[src/rtl/peci_stub_pkg.sv]
// Package: shared word indices and constants for the register stub.
// Assumes 32-bit words on a byte-addressed bus; indices are word numbers.
package peci_stub_pkg;
    localparam int unsigned DATA_W    = 32;
    localparam int unsigned CMD_IDX   = 2;   // byte 0x08
    localparam int unsigned CTRL_IDX  = 6;   // byte 0x18
    localparam int unsigned STS_IDX   = 7;   // byte 0x1C
    localparam int unsigned TXD_IDX   = 8;   // byte 0x20
    localparam int unsigned RXD_IDX   = 12;  // byte 0x30
    localparam logic [DATA_W-1:0] DONE_CODE = 32'h0000_0040;
endpackage

[src/rtl/peci_addr_decode.sv]
// Module: peci_addr_decode
// Turns the byte address and strobes into range and target qualifiers.
// Assumes word-aligned accesses; the two low address bits are ignored.
module peci_addr_decode #(
    parameter int unsigned ADDR_W    = 12,
    parameter int unsigned NUM_WORDS = 16,
    localparam int unsigned IDX_W    = $clog2(NUM_WORDS)
) (
    input  logic [ADDR_W-1:0] bus_addr,
    input  logic              bus_wr,
    input  logic              bus_rd,
    output logic              in_range,
    output logic [IDX_W-1:0]  word_idx,
    output logic              cmd_wr,
    output logic              sts_wr,
    output logic              plain_wr,
    output logic              oob_access
);
    import peci_stub_pkg::*;

    localparam logic [ADDR_W-1:0] LIMIT = ADDR_W'(NUM_WORDS * 4);

    // Range check and word index extraction.
    always_comb begin
        in_range = (bus_addr < LIMIT);
        word_idx = bus_addr[IDX_W+1:2];
    end

    // Classify a write by its target word.
    always_comb begin
        cmd_wr     = bus_wr && in_range && (word_idx == IDX_W'(CMD_IDX));
        sts_wr     = bus_wr && in_range && (word_idx == IDX_W'(STS_IDX));
        plain_wr   = bus_wr && in_range && !cmd_wr && !sts_wr;
        oob_access = (bus_wr || bus_rd) && !in_range;
    end
endmodule

[src/rtl/peci_cmd_ctrl.sv]
// Module: peci_cmd_ctrl
// Owns the status word and the interrupt level; decides fire acceptance.
// Assumes status is only changed by an accepted fire or a clear write.
module peci_cmd_ctrl #(
    parameter int unsigned DATA_W = 32
) (
    input  logic              clk,
    input  logic              rst_n,
    input  logic              cmd_wr,
    input  logic              sts_wr,
    input  logic [DATA_W-1:0] wdata,
    input  logic              done_en,
    output logic [DATA_W-1:0] status,
    output logic              fire_ok,
    output logic              fire_refused,
    output logic              irq
);
    logic              fire_req;
    logic [DATA_W-1:0] status_nx;

    // Acceptance: a fire is taken only while nothing is pending.
    always_comb begin
        fire_req     = cmd_wr && wdata[0];
        fire_refused = fire_req && (status != '0);
        fire_ok      = fire_req && (status == '0);
    end

    // Next status: masked done on accept, bitwise clear on a status write.
    always_comb begin
        status_nx = status;
        if (fire_ok)
            status_nx = {{(DATA_W-1){1'b0}}, done_en};
        else if (sts_wr)
            status_nx = status & ~wdata;
    end

    // Status and interrupt registers.
    always_ff @(posedge clk) begin
        if (!rst_n) begin
            status <= '0;
            irq    <= 1'b0;
        end else begin
            status <= status_nx;
            irq    <= (status_nx != '0);
        end
    end

    assert_fire_raises_irq_R6: assert property (@(posedge clk) disable iff (!rst_n)
        (fire_ok && done_en) |=> irq);
    assert_fire_masked_quiet_R6: assert property (@(posedge clk) disable iff (!rst_n)
        (fire_ok && !done_en) |=> !irq);
    assert_refused_keeps_status_R7: assert property (@(posedge clk) disable iff (!rst_n)
        fire_refused |=> $stable(status));
    assert_full_clear_drops_irq_R8: assert property (@(posedge clk) disable iff (!rst_n)
        (sts_wr && !fire_ok && ((status & ~wdata) == '0)) |=> !irq);
    assert_masked_status_R5: assert property (@(posedge clk) disable iff (!rst_n)
        fire_ok |=> (status == {{(DATA_W-1){1'b0}}, $past(done_en)}));
endmodule

[src/rtl/peci_reg_file.sv]
// Module: peci_reg_file
// Word storage with read mux; command word is unstored, status comes from outside.
// Assumes at most one access target per cycle.
module peci_reg_file #(
    parameter int unsigned DATA_W    = 32,
    parameter int unsigned NUM_WORDS = 16,
    localparam int unsigned IDX_W    = $clog2(NUM_WORDS)
) (
    input  logic              clk,
    input  logic              rst_n,
    input  logic              plain_wr,
    input  logic              in_range,
    input  logic [IDX_W-1:0]  word_idx,
    input  logic [DATA_W-1:0] wdata,
    input  logic              fire_ok,
    input  logic [DATA_W-1:0] status,
    output logic [DATA_W-1:0] rdata,
    output logic              done_en
);
    import peci_stub_pkg::*;

    logic [NUM_WORDS-1:0][DATA_W-1:0] words;

    for (genvar i = 0; i < NUM_WORDS; i++) begin : g_word
        if (i == CMD_IDX || i == STS_IDX) begin : g_none
            // Not stored here: command reads zero, status lives in the controller.
            assign words[i] = '0;
        end else begin : g_store
            logic [DATA_W-1:0] q;
            localparam bit IS_BUF = (i == TXD_IDX) || (i == RXD_IDX);
            // Word register: completion code on accept, else plain write.
            always_ff @(posedge clk) begin
                if (!rst_n)
                    q <= '0;
                else if (IS_BUF && fire_ok)
                    q <= DONE_CODE;
                else if (plain_wr && word_idx == IDX_W'(i))
                    q <= wdata;
            end
            assign words[i] = q;
        end
    end

    // Read mux with the out-of-range and status cases.
    always_comb begin
        if (!in_range)
            rdata = '0;
        else if (word_idx == IDX_W'(STS_IDX))
            rdata = status;
        else
            rdata = words[word_idx];
    end

    // Enable bit for the done event.
    assign done_en = words[CTRL_IDX][0];

    assert_buffers_loaded_R4: assert property (@(posedge clk) disable iff (!rst_n)
        fire_ok |=> (words[TXD_IDX] == DONE_CODE && words[RXD_IDX] == DONE_CODE));
    assert_cmd_reads_zero_R3: assert property (@(posedge clk) disable iff (!rst_n)
        (in_range && word_idx == IDX_W'(CMD_IDX)) |-> (rdata == '0));
endmodule

[src/rtl/peci_regstub.sv]
// Module: peci_regstub (top)
// Host register stub: decode, storage, command control and the error pulse.
// Assumes a single-master bus with at most one access per cycle.
module peci_regstub #(
    parameter int unsigned ADDR_W    = 12,
    parameter int unsigned NUM_WORDS = 16,
    localparam int unsigned DATA_W   = peci_stub_pkg::DATA_W,
    localparam int unsigned IDX_W    = $clog2(NUM_WORDS)
) (
    input  logic              clk,
    input  logic              rst_n,
    input  logic              bus_wr,
    input  logic              bus_rd,
    input  logic [ADDR_W-1:0] bus_addr,
    input  logic [DATA_W-1:0] bus_wdata,
    output logic [DATA_W-1:0] bus_rdata,
    output logic              irq,
    output logic              err
);
    logic              in_range;
    logic [IDX_W-1:0]  word_idx;
    logic              cmd_wr;
    logic              sts_wr;
    logic              plain_wr;
    logic              oob_access;
    logic              done_en;
    logic              fire_ok;
    logic              fire_refused;
    logic [DATA_W-1:0] status;

    peci_addr_decode #(.ADDR_W(ADDR_W), .NUM_WORDS(NUM_WORDS)) u_dec (
        .bus_addr  (bus_addr),
        .bus_wr    (bus_wr),
        .bus_rd    (bus_rd),
        .in_range  (in_range),
        .word_idx  (word_idx),
        .cmd_wr    (cmd_wr),
        .sts_wr    (sts_wr),
        .plain_wr  (plain_wr),
        .oob_access(oob_access)
    );

    peci_cmd_ctrl #(.DATA_W(DATA_W)) u_ctrl (
        .clk         (clk),
        .rst_n       (rst_n),
        .cmd_wr      (cmd_wr),
        .sts_wr      (sts_wr),
        .wdata       (bus_wdata),
        .done_en     (done_en),
        .status      (status),
        .fire_ok     (fire_ok),
        .fire_refused(fire_refused),
        .irq         (irq)
    );

    peci_reg_file #(.DATA_W(DATA_W), .NUM_WORDS(NUM_WORDS)) u_regs (
        .clk     (clk),
        .rst_n   (rst_n),
        .plain_wr(plain_wr),
        .in_range(in_range),
        .word_idx(word_idx),
        .wdata   (bus_wdata),
        .fire_ok (fire_ok),
        .status  (status),
        .rdata   (bus_rdata),
        .done_en (done_en)
    );

    // Error pulse: one cycle after a refused fire or an out-of-range access.
    always_ff @(posedge clk) begin
        if (!rst_n)
            err <= 1'b0;
        else
            err <= oob_access || fire_refused;
    end

    assert_oob_flags_R9: assert property (@(posedge clk) disable iff (!rst_n)
        oob_access |=> err);
    assert_oob_reads_zero_R9: assert property (@(posedge clk) disable iff (!rst_n)
        (bus_rd && !in_range) |-> (bus_rdata == '0));
    assert_err_single_R10: assert property (@(posedge clk) disable iff (!rst_n)
        (!oob_access && !fire_refused) |=> !err);
endmodule

[config.mk]
export PLATFORM = sky130hd
export DESIGN_NAME = peci_regstub
export DESIGN_NICKNAME = d
export VERILOG_FILES = /design/src/rtl/peci_stub_pkg.sv /design/src/rtl/peci_addr_decode.sv /design/src/rtl/peci_cmd_ctrl.sv /design/src/rtl/peci_reg_file.sv /design/src/rtl/peci_regstub.sv
export SDC_FILE = /design/constraint.sdc
export NUM_CORES = 1
export LEC_CHECK = 0
export BUFFER_PORTS_ARGS = -buffer_cell sky130_fd_sc_hd__buf_2
export CORE_MARGIN = 2
export CORE_UTILIZATION = 30
export CTS_CLUSTER_DIAMETER = 100
export DETAILED_ROUTE_END_ITERATION = 16
export PLACE_DENSITY_LB_ADDON = 0.12
export SYNTH_ARGS = -nofsm -noshare
export SYNTH_HDL_FRONTEND = slang
export SYNTH_SLANG_ARGS = --single-unit
[constraint.sdc]
create_clock -name clk -period 4.4 [get_ports clk]
set_input_delay 1.1 -clock clk [delete_from_list [all_inputs] [get_ports clk]]
set_output_delay 1.1 -clock clk [all_outputs]
set_load 0.02 [all_outputs]
**After elaboration in Yosys (flattened, before gate mapping)**

Cells that the tools add are included.
Widths: inputs -> output; s select.

- Bits in registers: 482
- Input port bits: 48
- Output and inout bits: 34
- Word-level logic and storage cells: 84

- $lt $le $gt $ge: 2
- Equal/unequal tests: 15
- Mux-type cells: 10
- Bitwise gates (word level): 3
- Reduce and logical (&&, ||, !) cells: 35

Operator list:

| operator | number |
|---|---|
| $mux 32 | 5 |
| $bmux 32 s4 | 1 |
| $reduce_bool 32->1 | 2 |
| $and 32x32->32 | 1 |
| $eq 4x4->1 const B | 8 |
| $logic_not 32->1 | 1 |
| $not 32->32 | 1 |
| $mux 7 | 4 |
| $logic_and 1x1->1 | 23 |
| $eq 4x3->1 const B | 4 |
| $lt 12x7->1 const B | 1 |
| $eq 4x2->1 const B | 2 |
| $lt 4x5->1 const B | 1 |
| $eq 4x1->1 const B | 1 |
| $logic_not 4->1 | 1 |
| $reduce_bool 2->1 | 2 |
| $logic_not 1->1 | 3 |
| $logic_or 1x1->1 | 2 |
| $reduce_or 2->1 | 1 |
| $not 1->1 | 1 |

**Depth between registers and ports, before layout**

- Depth in word-level cells: 9
- Mapped depth: 10
- Gate-level depth less buffers: 6

**Hierarchy**

Synthesis repeated with hierarchy kept, for this count alone.

- Cells, all modules: 2650
- Area, all modules: 22180.0 µm²

Modules (own cells, without submodules):

| module | times used | cells an instance | area an instance (µm²) | sequential area each (µm²) |
|---|---|---|---|---|
| peci_reg_file | 1 | 2502 | 20702.4 | 8968.6 |
| peci_cmd_ctrl | 1 | 131 | 1338.8 | 660.6 |
| peci_addr_decode | 1 | 15 | 111.4 | 0.0 |
| peci_regstub | 1 | 2 | 27.5 | 20.0 |

**Least setup slack after synthesis**

Ideal clock, no wire load.

- Kind: input -> output
- Start point: input bus_addr[3]
- End point: output bus_rdata[3]
- Arrival: 3211 ps
- Slack: 89 ps
- Cell stages on the path: 7
- Cells stage by stage: buf_2 -> buf_1 -> clkbuf_1 -> clkbuf_1 -> mux4_2 -> a31oi_1 -> a211oi_1

- Word-level cells in the longest chain between the ends: 4

RTL lines:

| what | line | source |
|---|---|---|
| from (decl) | peci_regstub.sv:14 | `input logic [ADDR_W-1:0] bus_addr,` |
| $bmux 32 s4 | peci_reg_file.sv:51 | `rdata = words[word_idx];` |
| $mux 32 (implied by the code) | peci_reg_file.sv:51 |  |
| $mux 32 | peci_reg_file.sv:48 | `else if (word_idx == IDX_W'(STS_IDX))` |
| $mux 32 (*) | peci_reg_file.sv:46 | `if (!in_range)` |
| to (decl) | peci_regstub.sv:16 | `output logic [DATA_W-1:0] bus_rdata,` |

Every way passes the cells marked *; elsewhere a longest branch is shown, timed or not. The select of a mux whose other input is x is not followed.

**Worst setup path in the final report**

- Start point: input bus_addr[2]
- End point: output bus_rdata[20]

The elaborated chain is that of the path after synthesis.

==> results by group <==
Pwr
  – Worst-case vdd ir drop: 0.2814 mV
  – PD cells: around 380 mW/mm^2
  – Final Power: 0.009325 W
  – Static leakage: 8.314 nW

Clock network
  – Total CTS buffers: 54
  – Num Clock Sinks: 482
  – Hold_buf cts: 0
  – H-tree levels: 2
  – Clk slew on worst S/H paths: 0.06 ns
  – Postcts setup bufs: 0
  – CTS tree: built
  – Clock Tree Buf Depth: 3
  – Skew-Pair Late Insertion Delay: 0.63 ns
  – Root buffer cell: clkbuf_16

Synth
  – Yosys Warn Count: 0
  – Mean area per synthesized cell: about 8.0 um^2
  – Synth async-reset ratio: 0%
  – Share of the synthesized area in the top cell type: 45.79%
  – Sequential area share after synthesis: a little under half
  – Synthesized cell area: between 0.02 and 0.025 mm^2
  – Synth Flop Type: dfxtp_1
  – Register bit count reported by yosys: approximately 480
  – Syn Inst Count: approximately 2,600
  – Largest cells by area after synthesis: dfxtp_1, nand2_1, a21oi_1
  – Cell variety after synth: 38
  – Post-synth net total: 2,678
  – Post-synth EDFFs: 0
  – Largest area contributor in the netlist: dfxtp_1

Layout
  – Fin cells: 3,616
  – Register area: 0.009649 mm^2
  – Share of cells above drive strength 1: 16.62%
  – Area Growth Syn to Fin: 17.67%
  – Multi-input gate area: 0.01050 mm^2
  – Final nets: 2,681
  – # fillers: 7,169

STA
  – Fin worst setup slack: 0.09866 ns
  – Fmax: between 0.2 and 0.25 GHz
  – Worst slew margin: a little over two fifths
  – Final Slew Violations: 0
  – Fin Setup TNS: 0 ns
  – Hold Violations, Final: 0
  – Worst slew pin tran: around 0.85 ns
  – Setup violations, final: 0
  – Period utilization: 97.76%
  – RSZ-0062 raised after global routing: false
  – Period minus WS final: between 4 and 5 ns
  – Clock skew: roughly 0.022 ns

Placed design
  – HPWL after detailed placement: 54.01 mm
  – Number of port buffers: slightly below 80
  – GPL Wtd Cong: between 0.8 and 0.9
  – Placed Instances: 3,517
  – Pre-CTS WS: 0.007427 ns

Routing
  – Routed wire length: 87.25 mm
  – Vias: 19,366
  – 1st-iter DRT viols: 2,056
  – ANT nets after route: 0
  – # DRC: 0
  – DR pass1 iterations: 5
  – DR WL/cell: 24.13 um
  – Vias per cell: between 5 and 6

Setup path
  – Critical Path Fanout Max: 23
  – Data arrival time of the worst path: between 3 and 4 ns
  – Startpoint types: primary input
  – WS Path Type: primary input to output port
  – Crit path required time: 3.30 ns
  – Setup crit end kind: output port

Global routing
  – All-Layer GR Usage: 24.02%
  – Largest net degree at the start of global routing: ~110
  – Vias in the first global route: roughly 18,000
  – GRT overflow: 0
  – Antenna violations before repair: 14
  – First-pass GRT wire length: ~130 mm

Die
  – Die height: between 200 and 300 um
  – Initial cell density of the core: 30.20%
  – Die Area: 0.07238 mm^2
  – # IOs: 82
  – Die width: 269.0 um
  – Core ar.: 0.06979 mm^2
  – Row cnt: 97

Worst hold path
  – Hold Crit Class: register to register

Flow run
  – Max_cap viols: 0

Run status
  – Status: completed
logic make-up after synthesis:
kind of cell / count (synthesis) / synth area share (%)
DFF: 482 / 45.79
AOI/OAI and AO/OA: 594 / 16.07
muxes: 137 / 11.17
buffers and inverters: 260 / 4.940
and+or+nand+nor: 1157 / 22.03
sequential cells by signal, indices dropped and copies added, names as in the netlist:
signal,cells
u_regs.g_word.g_store.q,448
err,1
u_ctrl.irq,1
u_ctrl.status,32
report_power, final:
part           leakage, nW  internal [W]  switching [W]
clock network        0.834       0.00254        0.00189
registers             3.88       0.00437    0.000000843
logic                 3.60      0.000148       0.000378
timing repair:
item,in CTS,in global routing
hold endpoints to repair,0,0
endpoints found under the setup margin,0,6
gates resized for setup,0,3
metal layers:
layer  share of wire (%)  vias up  wire (um)  track usage, %
met2                  46      759      40100           38.80
met5               0.015        -         13               0
met3                 7.4      152       6485           3.078
met4                 2.7        2       2335           7.477
met1                  44     9530      38320           33.30
li1                    -     8923          -               -
Yosys cell counts (10+ instances only):
cell / count
nand4_1: 10
o21ai_0: 23
mux4_2: 73
a21boi_0: 42
nor2_1: 76
nand2_1: 949
a31oi_1: 12
buf_2: 34
a221oi_1: 23
mux2_2: 55
dfxtp_1: 482
o22ai_1: 13
buf_1: 18
a21oi_1: 426
nor2b_1: 24
nor3_1: 51
o221ai_1: 10
a211oi_1: 11
nor4_1: 11
o41ai_1: 22
clkbuf_1: 203
cell type report:
class                           instances  share of cell area (%)
Antenna cell                            4                 0.04037
Clock buffer                           82                   6.277
Clock inverter                         13                  0.5399
Inverter                                2                 0.06055
Multi-Input combinational cell       1888                   42.35
Sequential cell                       482                   38.91
Tap cell                              940                   4.743
Timing Repair Buffer                  205                   7.079
layout by cell type (no fill, tap or decap), drive strengths merged, types with 10 or more instances in the layout:
cell    instances
nand2         949
dfxtp         482
a21oi         426
buf           205
clkbuf         82
nor2           76
mux4           73
mux2           55
nor3           52
a21boi         42
nor2b          24
o21ai          23
a221oi         23
o41ai          22
nor4           14
o22ai          13
a31oi          12
a211oi         11
o221ai         10
nand4          10
stage by stage:
stage                     cell area, um^2  hold slack [ns]  utilization, %
after CTS                           24780           0.4528           35.51
final                               24800           0.4516           35.53
after detailed placement            23090           0.4441           33.08
after floorplan                     21070           0.4329               -
after global placement              23090           0.4381           33.08
after global routing                24800           0.4659           35.53
worst max-delay path, cell delays in order:
cell and delay [ns]:
buf_6 0.32, buf_12 0.22, buf_12 0.17, mux4_2 0.19, nor2b_1 0.04, nor3_1 0.34, a31oi_1 0.08, a211oi_1 0.44
buf_2 0.26
worst paths after layout:
check / start / endpoint / cells after the start / slack [ns]
min reg2reg: u_regs.g_word[4].g_store.q[26] / u_regs.g_word[4].g_store.q[26] / 2 / 0.45
min: u_regs.g_word[4].g_store.q[26] / u_regs.g_word[4].g_store.q[26] / 2 / 0.45
max reg2reg: u_ctrl.status[15] / u_ctrl.status[27] / 7 / 1.77
max: bus_addr[2] / bus_rdata[20] / 9 / 0.1
(Power assumes the default switching activity.)
